--- src/rtl/prot_range_pkg.sv ---
package prot_range_pkg;

    localparam int ADDR_W = 32;

    typedef enum logic {
        SEL_LOW  = 1'b0,
        SEL_HIGH = 1'b1
    } bound_sel_e;

    typedef struct packed {
        logic              wr;
        logic              rd;
        bound_sel_e        sel;
        logic              sup;
        logic              sec;
        logic [ADDR_W-1:0] wdata;
    } bus_req_t;

    typedef struct packed {
        logic [ADDR_W-1:0] lo;
        logic [ADDR_W-1:0] hi;
    } window_t;

    // Supervisor is always required; secure is required unless the
    // permission logic opens the range to non-secure supervisors.
    function automatic logic write_allowed(input logic sup,
                                           input logic sec,
                                           input logic ns_ok);
        return sup && (ns_ok || sec);
    endfunction

endpackage

--- src/rtl/prot_range_wgate.sv ---
module prot_range_wgate
    import prot_range_pkg::*;
(
    input  logic       clk,
    input  logic       rst,
    input  logic       wr,
    input  bound_sel_e sel,
    input  logic       sup,
    input  logic       sec,
    input  logic       ns_ok,
    output logic [1:0] we,
    output logic       werr
);

    logic ok;
    logic werr_q;

    assign ok    = write_allowed(sup, sec, ns_ok);
    assign we[0] = wr && ok && (sel == SEL_LOW);
    assign we[1] = wr && ok && (sel == SEL_HIGH);

    always_ff @(posedge clk) begin
        if (rst) begin
            werr_q <= 1'b0;
        end else begin
            werr_q <= wr && !ok;
        end
    end

    assign werr = werr_q;

endmodule

--- src/rtl/prot_range_field.sv ---
module prot_range_field #(
    parameter int ADDR_W    = 32,
    parameter int PAGE_BITS = 10,
    parameter bit FILL_ONES = 1'b0
) (
    input  logic                     clk,
    input  logic                     rst,
    input  logic                     we,
    input  logic [ADDR_W-PAGE_BITS-1:0] wfield,
    output logic [ADDR_W-1:0]        full
);

    localparam int FIELD_W = ADDR_W - PAGE_BITS;

    logic [FIELD_W-1:0] field_q;

    always_ff @(posedge clk) begin
        if (rst) begin
            field_q <= '0;
        end else if (we) begin
            field_q <= wfield;
        end
    end

    generate
        if (FILL_ONES) begin : g_fill_ones
            assign full = {field_q, {PAGE_BITS{1'b1}}};
        end else begin : g_fill_zeros
            assign full = {field_q, {PAGE_BITS{1'b0}}};
        end
    endgenerate

endmodule

--- src/rtl/prot_range_cmp.sv ---
module prot_range_cmp
    import prot_range_pkg::*;
(
    input  window_t           win,
    input  logic [ADDR_W-1:0] addr,
    output logic              hit
);

    logic above_lo;
    logic below_hi;

    assign above_lo = (addr >= win.lo);
    assign below_hi = (addr <= win.hi);
    assign hit      = above_lo && below_hi;

endmodule

--- src/rtl/prot_range_pair.sv ---
module prot_range_pair
    import prot_range_pkg::*;
#(
    parameter int PAGE_BITS = 10
) (
    input  logic              clk,
    input  logic              rst,
    input  logic              reg_wr_en,
    input  logic              reg_rd_en,
    input  logic              reg_sel,
    input  logic [ADDR_W-1:0] reg_wdata,
    input  logic              req_supervisor,
    input  logic              req_secure,
    input  logic              nonsecure_ok,
    output logic [ADDR_W-1:0] reg_rdata,
    output logic              reg_werr,
    input  logic [ADDR_W-1:0] txn_addr,
    output logic              txn_hit
);

    localparam int FIELD_W = ADDR_W - PAGE_BITS;

    bus_req_t          req;
    logic [1:0]        we;
    logic [ADDR_W-1:0] bound_full [2];
    logic [ADDR_W-1:0] rdata_q;
    window_t           win;
    logic              wdata_low_unused;

    assign req.wr    = reg_wr_en;
    assign req.rd    = reg_rd_en;
    assign req.sel   = bound_sel_e'(reg_sel);
    assign req.sup   = req_supervisor;
    assign req.sec   = req_secure;
    assign req.wdata = reg_wdata;

    assign wdata_low_unused = ^req.wdata[PAGE_BITS-1:0];

    prot_range_wgate u_wgate (
        .clk   (clk),
        .rst   (rst),
        .wr    (req.wr),
        .sel   (req.sel),
        .sup   (req.sup),
        .sec   (req.sec),
        .ns_ok (nonsecure_ok),
        .we    (we),
        .werr  (reg_werr)
    );

    for (genvar b = 0; b < 2; b++) begin : g_bound
        prot_range_field #(
            .ADDR_W    (ADDR_W),
            .PAGE_BITS (PAGE_BITS),
            .FILL_ONES (b == 1)
        ) u_field (
            .clk    (clk),
            .rst    (rst),
            .we     (we[b]),
            .wfield (req.wdata[ADDR_W-1:PAGE_BITS]),
            .full   (bound_full[b])
        );
    end

    always_ff @(posedge clk) begin
        if (rst) begin
            rdata_q <= '0;
        end else if (req.rd) begin
            rdata_q <= (req.sel == SEL_HIGH) ? bound_full[1] : bound_full[0];
        end
    end

    assign reg_rdata = rdata_q;

    assign win.lo = bound_full[0];
    assign win.hi = bound_full[1];

    prot_range_cmp u_cmp (
        .win  (win),
        .addr (txn_addr),
        .hit  (txn_hit)
    );

endmodule

--- config.mk ---
export PLATFORM = sky130hd
export DESIGN_NAME = prot_range_pair
export DESIGN_NICKNAME = d
export VERILOG_FILES = /design/src/rtl/prot_range_pkg.sv /design/src/rtl/prot_range_wgate.sv /design/src/rtl/prot_range_field.sv /design/src/rtl/prot_range_cmp.sv /design/src/rtl/prot_range_pair.sv
export SDC_FILE = /design/constraint.sdc
export NUM_CORES = 1
export LEC_CHECK = 0
export BUFFER_PORTS_ARGS = -buffer_cell sky130_fd_sc_hd__clkbuf_2
export CAP_MARGIN = 20
export CORE_ASPECT_RATIO = 1.4
export CORE_MARGIN = 2
export CORE_UTILIZATION = 55
export DETAILED_ROUTE_END_ITERATION = 8
export PLACE_DENSITY_LB_ADDON = 0.2
export SLEW_MARGIN = 20
export SYNTH_ARGS = -nofsm -noshare
export SYNTH_HDL_FRONTEND = slang
export SYNTH_HIERARCHICAL = 1
export SYNTH_SLANG_ARGS = --single-unit
--- constraint.sdc ---
create_clock -name clk -period 2.2 [get_ports clk]
set_clock_uncertainty 0.15 [all_clocks]
set_input_delay 0 -clock clk [delete_from_list [all_inputs] [get_ports clk]]
set_output_delay 0 -clock clk [all_outputs]
set_load 0.01 [all_outputs]
# [Word-level counts from Yosys, hierarchy flattened]
# Index checks and enable logic that the tools add are counted.
# W data, S select, Z words.
[word_totals] register_bits=77 word_cells=16 in_bits=72 out_inout_bits=34
[op_classes] reduce_logical=8 bitwise_logic=1 n_mux=1 magnitude_cmp=2
[op_table] cell="$ge A32 B32 Y1" count=1
[op_table] cell="$le A32 B32 Y1" count=1
[op_table] cell="$mux W32" count=1
[op_table] cell="$logic_and A1 B1 Y1" count=6
[op_table] cell="$logic_not A1 Y1" count=1
[op_table] cell="$logic_or A1 B1 Y1" count=1
[op_table] cell="$not A1 Y1" count=1

# [Logic depth before layout (Yosys ltp)]
# Gate-level depths: netlist (run 1).
[logic_depth] depth_word=4 mapped_depth=9 ltp_nobuf=8

# [Hierarchy]
# Netlist (run 1), hierarchy kept.
[by_module_without_submodules] module="prot_range_field" seq_area_each_um2=440.4 cells_each=82 n_inst=2 area_each_um2=880.8
[by_module_without_submodules] module="prot_range_cmp" seq_area_each_um2=0.0 cells_each=226 n_inst=1 area_each_um2=1604.0
[by_module_without_submodules] module="prot_range_pair" seq_area_each_um2=640.6 cells_each=142 n_inst=1 area_each_um2=1437.6
[by_module_without_submodules] module="prot_range_wgate" seq_area_each_um2=20.0 cells_each=7 n_inst=1 area_each_um2=52.6

# [Worst setup path after synthesis (run 1)]
# OpenSTA, ideal clock, no wires.
[synth_path] kind="reg2out" from="register g_bound[1].u_field.field_q[13]" to="output txn_hit" t_arrival_ns=1.910 path_slack_ns=0.140 required_time_ns=2.050 path_stages_with_launch=8 cell_sequence="dfxtp_1 -> inv_1 -> ha_1 -> nand2_1 -> or4_4 -> nor3_2 -> a31oi_1 -> a311oi_1"
[synth_via] elab_chain_len=2
[synth_rtl] item="from (decl)" line="prot_range_field.sv:15" rtl="logic [FIELD_W-1:0] field_q;"
[synth_rtl] item="from (signal assigned)" line="prot_range_field.sv:21" rtl="field_q <= wfield;"
[synth_rtl] item="$le A32 B32 Y1" line="prot_range_cmp.sv:13" rtl="assign below_hi = (addr <= win.hi);"
[synth_rtl] item="$logic_and A1 B1 Y1" line="prot_range_cmp.sv:14" rtl="assign hit = above_lo && below_hi;"
[synth_rtl] item="to (decl)" line="prot_range_pair.sv:18" rtl="output logic txn_hit"
# No other way between the ends.

# [Worst setup path after layout (run 1)]
[layout_path] from="register g_bound[1].u_field.field_q[19]" to="output txn_hit"
# The elaborated chain is that of the path after synthesis.

==> qor.yml, run 1 <==
synth_ff_type: "dfxtp_1"
grt_pass1_vias: 4140
critPathLaunchType: "flip-flop"
ys_warn_count: 6
synthXorXnorAreaFrac: 0
post_drt_via_cell_ratio: 5.22
synth.avg_cell_area_sq_um: 9.01
postRouteAntennaNets: 0
dp_hpwl_mm: 8.06
clk_pin_slew_ns: 0.06
max_cap_viol_count: 0
clock-sinks: 77
syn-instance-count: 539
ys_seq_area_frac: 0.317
fin_ws_ns: -0.286
synth_cell_types: 34
clock_latency_ns: 0.33
synth_edf_count: 0
cts_made_buffers: 9
ys_ff_latch: 77
num_antenna_cells: 0
finalSetupViolations: 1
coreArea_sq_mm: 0.00856
cp_max_fo: 2
wl_per_cell_microns: 14.3
synthToLayoutAreaGrowth_pct: 25.3
vias: 4083
gp_congestion: 0.858
cp.required_ns: 2.05
post-route-period-util: 1.13
tightest_slew_ns: 0.635
drive_gt1_frac: 0.242
power_density_mw_per_mm2: 615
dr.pass1.iters: 4
grt_max_degree: 65
port_buffers: 95
run_status: "finished, violations left"
violations: "negative setup slack"
maxSlewViolCount: 0
die_h_microns: 115
rsz0062_at_grt: "yes"
relSlewSlack: 0.577
overflow: 0
synth_compound_area_frac: 0.115
num_rows: 40
wl_mm: 11.2
fmax_ghz: 0.402
total_power_uw: 3740
async_reset_ff_frac: 0
place_ws_ns: -0.0407
htree_levels: 3
grt_use_total: 0.236
synth_top_family_by_area: "adder cells"
dr.first_iter.drc_count: 92
period_minus_slack_ns: 2.49
end_kind: "output pin"
critPathArrivalTime_ns: 2.34
final_hold_viol_count: 0
layout.nets: 809
syn_area_sq_mm: 0.00486
peakVddDrop_v: 0.000777
path_class: "reg -> out"
grt_pass1_wl_mm: 18.2
die-area_sq_mm: 0.00961
boundaryPins: 106
p_leak_uw: 0.00274
hp-class: "in -> reg"
clock_path_buffers: 2
initial_core_util: 0.567
drc: 0
synth_fa_ha_area_frac: 0.165
clock-root-buffer: "clkbuf_16"
cts_tree: "yes"
fp.dieW_microns: 83.4
antenna_found_initial: 0
synth_mux_area_frac: 0.157
final_util: 0.711
yosys.area_share.simple: 0.115
-- critical path, cell delays in order (launching register included) --
cell,delay [ns]
dfxtp_2,0.34
inv_1,0.07
ha_4,0.27
nand4_1,0.14
or4_4,0.47
nor3_4,0.14
a31oi_1,0.11
a311oi_1,0.28
buf_2,0.19
-- power by group --
part	switching (uW)	internal, uW	leakage (uW)	total [uW]
logic	350	312	0.00196	661
registers	35.0	1460	0.000634	1490
clock network	572	1020	0.000152	1590
-- metal layers --
metal / track usage / vias up / wire length [microns]
met5: 0 / - / 0
met4: 0.0871 / 0 / 192
met3: 0.0424 / 15 / 345
met2: 0.465 / 75 / 6200
met1: 0.249 / 1905 / 4490
li1: - / 2088 / -
-- cells in the final DEF, fill, tap and decap left out, types with 2 or more instances in the layout --
master         instances
ha_1                  57
ha_4                   7
a211oi_1              34
a21o_1                 4
conb_1                20
nand3_1                5
nand2_1               19
o21ai_1                2
nor2_1                83
dfxtp_2               10
o21ai_0               10
a31oi_1                2
bufinv_16              2
clkbuf_2              94
a221oi_1               3
dlygate4sd3_1         28
inv_1                 62
buf_12                 2
buf_4                 24
dfxtp_1               67
inv_2                  4
a21oi_1               22
nand4_1                8
nor2_2                 2
and4_1                 2
mux2i_1               76
clkbuf_16              9
-- cells in the mapped netlist (2+ instances only) --
cell type  number  area (sq um)
ha_1           64           801
buf_12          7           140
a21oi_1        22           110
nor2_1         85           319
a221oi_1        4          35.0
nand4_1         8          50.1
mux2i_1        76           761
buf_6           3          33.8
conb_1          2          7.51
and4_1          2          17.5
a31oi_1         2          12.5
dfxtp_1        77          1540
buf_2           3          15.0
inv_1          66           248
a211oi_1       35           263
clkbuf_1       10          37.5
a21o_1          4          30.0
nand3_1         5          25.0
nand2_1        19          71.3
buf_4          21           158
o21ai_0        11          55.1
-- kinds of logic (layout without fill, tap and decap cells) --
| logic type | count (synthesis) | count (layout) |
|---|---|---|
| other cells | 2 | 20 |
| compound gates | 84 | 84 |
| mux | 76 | 76 |
| fa+ha+maj | 64 | 64 |
| simple gates | 126 | 126 |
| buf+inv | 110 | 230 |
| flops | 77 | 77 |
-- repair_timing --
action | CTS | global route
endpoints found under the hold margin | 45 | 0
setup buffers | 5 | 0
setup endpoints to repair | 1 | 1
hold buffers | 28 | 0
pin swaps | 8 | 3
resized for setup | 11 | 16
-- flip-flops by register name, summed over array words and instances, names as in the netlist --
register	cells
g_bound.u_field/field_q	44
reg_rdata	32
u_wgate/werr	1
-- cell type report --
cell class	instances	area [sq um]
multi-input combinational	370	2860
timing repair buffer	149	976
fill	673	2470
tap	105	131
inverter	66	248
clock buffer	11	243
clock inverter	4	72.6
sequential	77	1550
-- worst paths after layout --
check                                       from                        endpoint  slack (ns)  depth (start not counted)
setup / recovery  g_bound[1].u_field/field_q[19]                         txn_hit       -0.29                          8
hold / removal                               rst  g_bound[0].u_field/field_q[20]        0.12                          2
setup reg to reg  g_bound[0].u_field/field_q[20]  g_bound[0].u_field/field_q[20]        0.88                          3
hold reg to reg                    reg_rdata[12]                   reg_rdata[12]        0.33                          2
-- through the flow --
step / cells / instance area [sq um] / TNS, ns / hold slack, ns
floorplan: 557 / 4920 / 0 / -0.0776
global placement: 734 / 5330 / -0.0481 / 0.101
detailed placement: 734 / 5330 / -0.0407 / 0.112
CTS: 782 / 6020 / -0.314 / 0.102
global route: 782 / 6090 / -0.377 / 0.167
finish: 782 / 6090 / -0.286 / 0.119
(Power assumes the default switching activity.)
==> run 2, diff against run 1 <==
--- a/config.mk
+++ b/config.mk
@@ -5,7 +5,7 @@
 export SDC_FILE = /design/constraint.sdc
 export NUM_CORES = 1
 export LEC_CHECK = 0
-export BUFFER_PORTS_ARGS = -buffer_cell sky130_fd_sc_hd__clkbuf_2
+export BUFFER_PORTS_ARGS = -buffer_cell sky130_fd_sc_hd__buf_2
 export CAP_MARGIN = 20
 export CORE_ASPECT_RATIO = 1.4
 export CORE_MARGIN = 2
==> qor.yml, run 2 (synthesis results as in run 1) <==
critPathArrivalTime_ns: 2.42
whs_ns: 0.0253
clock-root-buffer: "clkbuf_16"
post_dp_cell_area_sq_mm: 0.00532
period_minus_slack_ns: 2.57
cp_max_fo: 4
fp.dieW_microns: 83.4
clock-sinks: 77
fmax_ghz: 0.389
post_drt_via_cell_ratio: 5.34
end_kind: "output pin"
total_power_uw: 3880
dp_hpwl_mm: 7.94
boundaryPins: 106
place_ws_ns: -0.0808
post-route-period-util: 1.17
run_status: "finished, violations left"
vias: 4173
cts_made_buffers: 9
fin_area_sq_mm: 0.00614
dr.pass1.iters: 5
drive_gt1_frac: 0.248
coreArea_sq_mm: 0.00856
antenna_found_initial: 0
clock_latency_ns: 0.34
largest_register: "g_bound.u_field/field_q"
grt_max_degree: 78
critPathLaunchType: "flip-flop"
worstHoldPathCells: 4
layout.nets: 808
crit_path_max_incr_delay_ns: 0.54
maxSlewViolCount: 0
grt_pass1_wl_mm: 18.8
min_to: "reg_rdata[31]"
largest_reg_flops: 44
num_rows: 40
htree_levels: 3
power_density_mw_per_mm2: 632
r2r_start: "g_bound[1].u_field/field_q[18]"
rsz0062_at_grt: "yes"
rr_worst_depth: 4
overflow: 0
min_from: "reg_rd_en"
peakVddDrop_v: 0.000527
p_leak_uw: 0.00278
reg2reg_to: "g_bound[1].u_field/field_q[18]"
final_util: 0.718
fin_ws_ns: -0.372
final_common_cell: "buf_2"
final_hold_viol_count: 0
finalSetupViolations: 1
violations: "negative setup slack"
cp.required_ns: 2.05
wl_mm: 11.6
cpMaxStageDelayCell: "or4_4"
die_h_microns: 115
port_buffers: 95
initial_core_util: 0.567
wl_per_cell_microns: 14.9
die-area_sq_mm: 0.00961
cts_tree: "yes"
max_cap_viol_count: 0
dr.first_iter.drc_count: 155
num_antenna_cells: 0
gp_congestion: 0.827
grt_pass1_vias: 4315
path_class: "reg -> out"
ff2ff_setup_slack_ns: 0.76
drc: 0
grt_use_total: 0.246
postRouteAntennaNets: 0
hp-class: "in -> reg"
clk_pin_slew_ns: 0.06
synthToLayoutAreaGrowth_pct: 26.5
clock_path_buffers: 2
final_cell_mix: "95 x buf_2, 83 x nor2_1, 76 x mux2i_1"
cp_cell_sequence: "inv_2, ha_4, nand4_1, or4_4, nor3_4, a31oi_1, a311oi_1, buf_2"
## run 2: area by class of cell
| class | count | area (sq um) |
|---|---|---|
| fill | 640 | 2410 |
| clock buffer | 11 | 233 |
| tap | 105 | 131 |
| multi-input combinational | 370 | 2890 |
| sequential | 77 | 1550 |
| timing repair buffer | 148 | 977 |
| inverter | 66 | 248 |
| clock inverter | 5 | 108 |
## run 2: worst max path at each step
stage	startpoint	to	slack, ns	depth (start not counted)
CTS	g_bound[1].u_field/field_q[12]	txn_hit	-0.31	8
global placement	g_bound[1].u_field/field_q[19]	txn_hit	-0.04	8
floorplan	g_bound[1].u_field/field_q[13]	txn_hit	0.14	7
detailed placement	g_bound[1].u_field/field_q[19]	txn_hit	-0.08	8
finish	g_bound[1].u_field/field_q[16]	txn_hit	-0.37	8
global route	g_bound[1].u_field/field_q[7]	txn_hit	-0.42	9
## run 2: timing repair
action	4_1_cts	5_1_grt
hold buffers	30	0
setup buffers	4	0
setup endpoints to repair	1	2
pin swaps	9	4
resized for setup	24	12
hold endpoints to repair	45	0
## run 2: worst max-delay path: cells and delay by family (launching register included)
| kind | cells | cell delay [ns] |
|---|---|---|
| buffers and inverters | 2 | 0.25 |
| DFF | 1 | 0.34 |
| and+or+nand+nor | 3 | 0.76 |
| adders and majority gates | 1 | 0.28 |
| AOI/OAI and AO/OA | 2 | 0.46 |
## run 2: report_power, final
| group | internal (uW) | switching (uW) |
|---|---|---|
| combinational | 319 | 361 |
| sequential | 1460 | 33.5 |
| clock | 1120 | 597 |
| total | 2890 | 991 |
## run 2: metal layers
| metal | up-vias | part of all wire | GRT usage |
|---|---|---|---|
| li1 | 2090 | - | - |
| met1 | 1940 | 0.39 | 0.258 |
| met2 | 103 | 0.53 | 0.463 |
| met3 | 40 | 0.030 | 0.0302 |
| met4 | 0 | 0.042 | 0.158 |
| met5 | - | 0 | 0 |
## run 2: per-stage QoR
stage,cells,setup TNS (ns)
4_1_cts,782,-0.308
3_3_place_gp,732,-0.0423
2_1_floorplan,557,0
6_report,782,-0.372
5_1_grt,782,-0.417
3_5_place_dp,732,-0.0808
==> run 3, diff against run 2 <==
--- a/config.mk
+++ b/config.mk
@@ -9,9 +9,10 @@
 export CAP_MARGIN = 20
 export CORE_ASPECT_RATIO = 1.4
 export CORE_MARGIN = 2
-export CORE_UTILIZATION = 55
+export CORE_UTILIZATION = 50
 export DETAILED_ROUTE_END_ITERATION = 8
 export PLACE_DENSITY_LB_ADDON = 0.2
+export RECOVER_POWER = 50
 export SLEW_MARGIN = 20
 export SYNTH_ARGS = -nofsm -noshare
 export SYNTH_HDL_FRONTEND = slang
==> qor.yml, run 3 (synthesis results as in run 1) <==
port_buffers: 95
rr_worst_depth: 4
crit_end: "txn_hit"
clock-root-buffer: "clkbuf_16"
fin_ws_ns: -0.287
grt_use_total: 0.220
gp_congestion: 0.798
htree_levels: 3
largest_reg_flops: 44
end_kind: "output pin"
wl_met3_microns: 355
drc: 0
final_common_cell: "nor2_1"
overflow: 0
antenna_found_initial: 0
worstSetupStartpoint: "g_bound[1].u_field/field_q[15]"
dp_hpwl_mm: 8.15
fin_area_sq_mm: 0.00599
violations: "negative setup slack"
boundaryPins: 106
die_h_microns: 121
synthToLayoutAreaGrowth_pct: 23.3
layout.nets: 805
peakVddDrop_v: 0.000525
r2r_start: "g_bound[1].u_field/field_q[15]"
cp.required_ns: 2.05
power_density_mw_per_mm2: 630
maxSlewViolCount: 0
max_cap_viol_count: 0
clk_pin_slew_ns: 0.06
relSlewSlack: 0.486
cp_max_fo: 2
wl_per_cell_microns: 14.2
p_leak_uw: 0.00261
final_hold_viol_count: 0
clock_latency_ns: 0.33
coreArea_sq_mm: 0.00946
grt_max_degree: 39
fp.dieW_microns: 87.3
critPathLaunchType: "flip-flop"
dp_cells: 737
top_layer: "met4"
ff2ff_setup_slack_ns: 1.11
grt_pass1_vias: 4029
run_status: "finished, violations left"
largest_register: "g_bound.u_field/field_q"
drive_gt1_frac: 0.187
die-area_sq_mm: 0.0105
clock_path_buffers: 2
critPathArrivalTime_ns: 2.34
finalSetupViolations: 1
grt_pass1_wl_mm: 18.4
total_power_uw: 3780
hp-class: "in -> reg"
dr_wl_met2_mm: 5.91
fmax_ghz: 0.402
tightest_slew_ns: 0.771
post_dp_cell_area_sq_mm: 0.00531
met1_length_mm: 4.71
path_class: "reg -> out"
stdcell_count: 784
clock-sinks: 77
rsz0062_at_grt: "yes"
post-route-period-util: 1.13
dr.first_iter.drc_count: 97
initial_core_util: 0.513
postRouteAntennaNets: 0
vias: 4060
num_rows: 42
cts_tree: "yes"
wl_mm: 11.2
period_minus_slack_ns: 2.49
final_cell_mix: "83 x nor2_1, 76 x mux2i_1, 71 x dfxtp_1"
post_drt_via_cell_ratio: 5.18
dr.pass1.iters: 4
cts_made_buffers: 9
reg2reg_to: "reg_rdata[25]"
num_antenna_cells: 0
[run 3: cell types whose count changed in the layout (fill, tap and decap cells not counted), sizes merged]
| cell | previous run | this run |
|---|---|---|
| buf | 118 | 84 |
| dlygate4sd3 | 30 | 25 |
| clkinvlp | 0 | 1 |
| bufinv | 3 | 2 |
| clkbuf | 11 | 46 |
| inv | 67 | 68 |
[run 3: per-stage QoR]
step | hold slack, ns | TNS [ns] | utilization | worst slack, ns
2_1_floorplan | -0.0776 | 0 | - | 0.140
3_3_place_gp | 0.0991 | -0.0397 | 0.562 | -0.0397
3_5_place_dp | 0.108 | -0.0203 | 0.562 | -0.0203
4_1_cts | 0.0173 | -0.276 | 0.636 | -0.276
5_1_grt | 0.0478 | -0.460 | 0.633 | -0.460
6_report | 0.0338 | -0.287 | 0.633 | -0.287
[run 3: worst min path at each step]
stage | start | to | slack (ns) | depth (start not counted)
final | reg_rd_en | reg_rdata[31] | 0.03 | 3
after floorplan | rst | g_bound[0].u_field/field_q[19] | -0.08 | 1
after global routing | reg_rd_en | reg_rdata[4] | 0.05 | 3
after detailed placement | reg_wdata[19] | g_bound[0].u_field/field_q[9] | 0.11 | 3
after CTS | reg_rd_en | reg_rdata[31] | 0.02 | 3
after global placement | reg_wdata[19] | g_bound[1].u_field/field_q[9] | 0.1 | 3
[run 3: critical path, stage by stage, from the launching register on]
cell and delay, ns:
dfxtp_2 0.34, inv_2 0.05, ha_4 0.25, nand4_1 0.11, or4_4 0.58, nor3_4 0.14
a31oi_1 0.10, a311oi_1 0.25, buf_2 0.19
[run 3: per-layer routing]
| metal | vias to the layer above | track usage |
|---|---|---|
| met3 | 13 | 0.0410 |
| li1 | 2086 | - |
| met5 | - | 0 |
| met4 | 0 | 0.0817 |
| met2 | 78 | 0.399 |
| met1 | 1883 | 0.250 |
[run 3: repair_timing]
item | CTS | global route
hold buffers | 25 | 0
gates resized for setup | 16 | 4
buffers inserted | 6 | 0
endpoints found under the setup margin | 1 | 1
hold endpoints to repair | 57 | 0
pin swaps | 10 | 1
[run 3: cell type report]
cell class	instances	area, sq um
fillers	848	3470
multi-input cells	370	2840
flip-flops and latches	77	1550
repair buffers	145	878
inverters	66	248
clock buffers	10	239
well taps	110	138
clock inverters	6	93.8
[run 3: report_power, final]
group	leakage, uW	switching (uW)	total, uW	internal, uW
Sequential	0.000632	34.4	1490	1460
Clock	0.000160	612	1650	1030
Combinational	0.00182	346	639	294
Total	0.00261	992	3780	2780
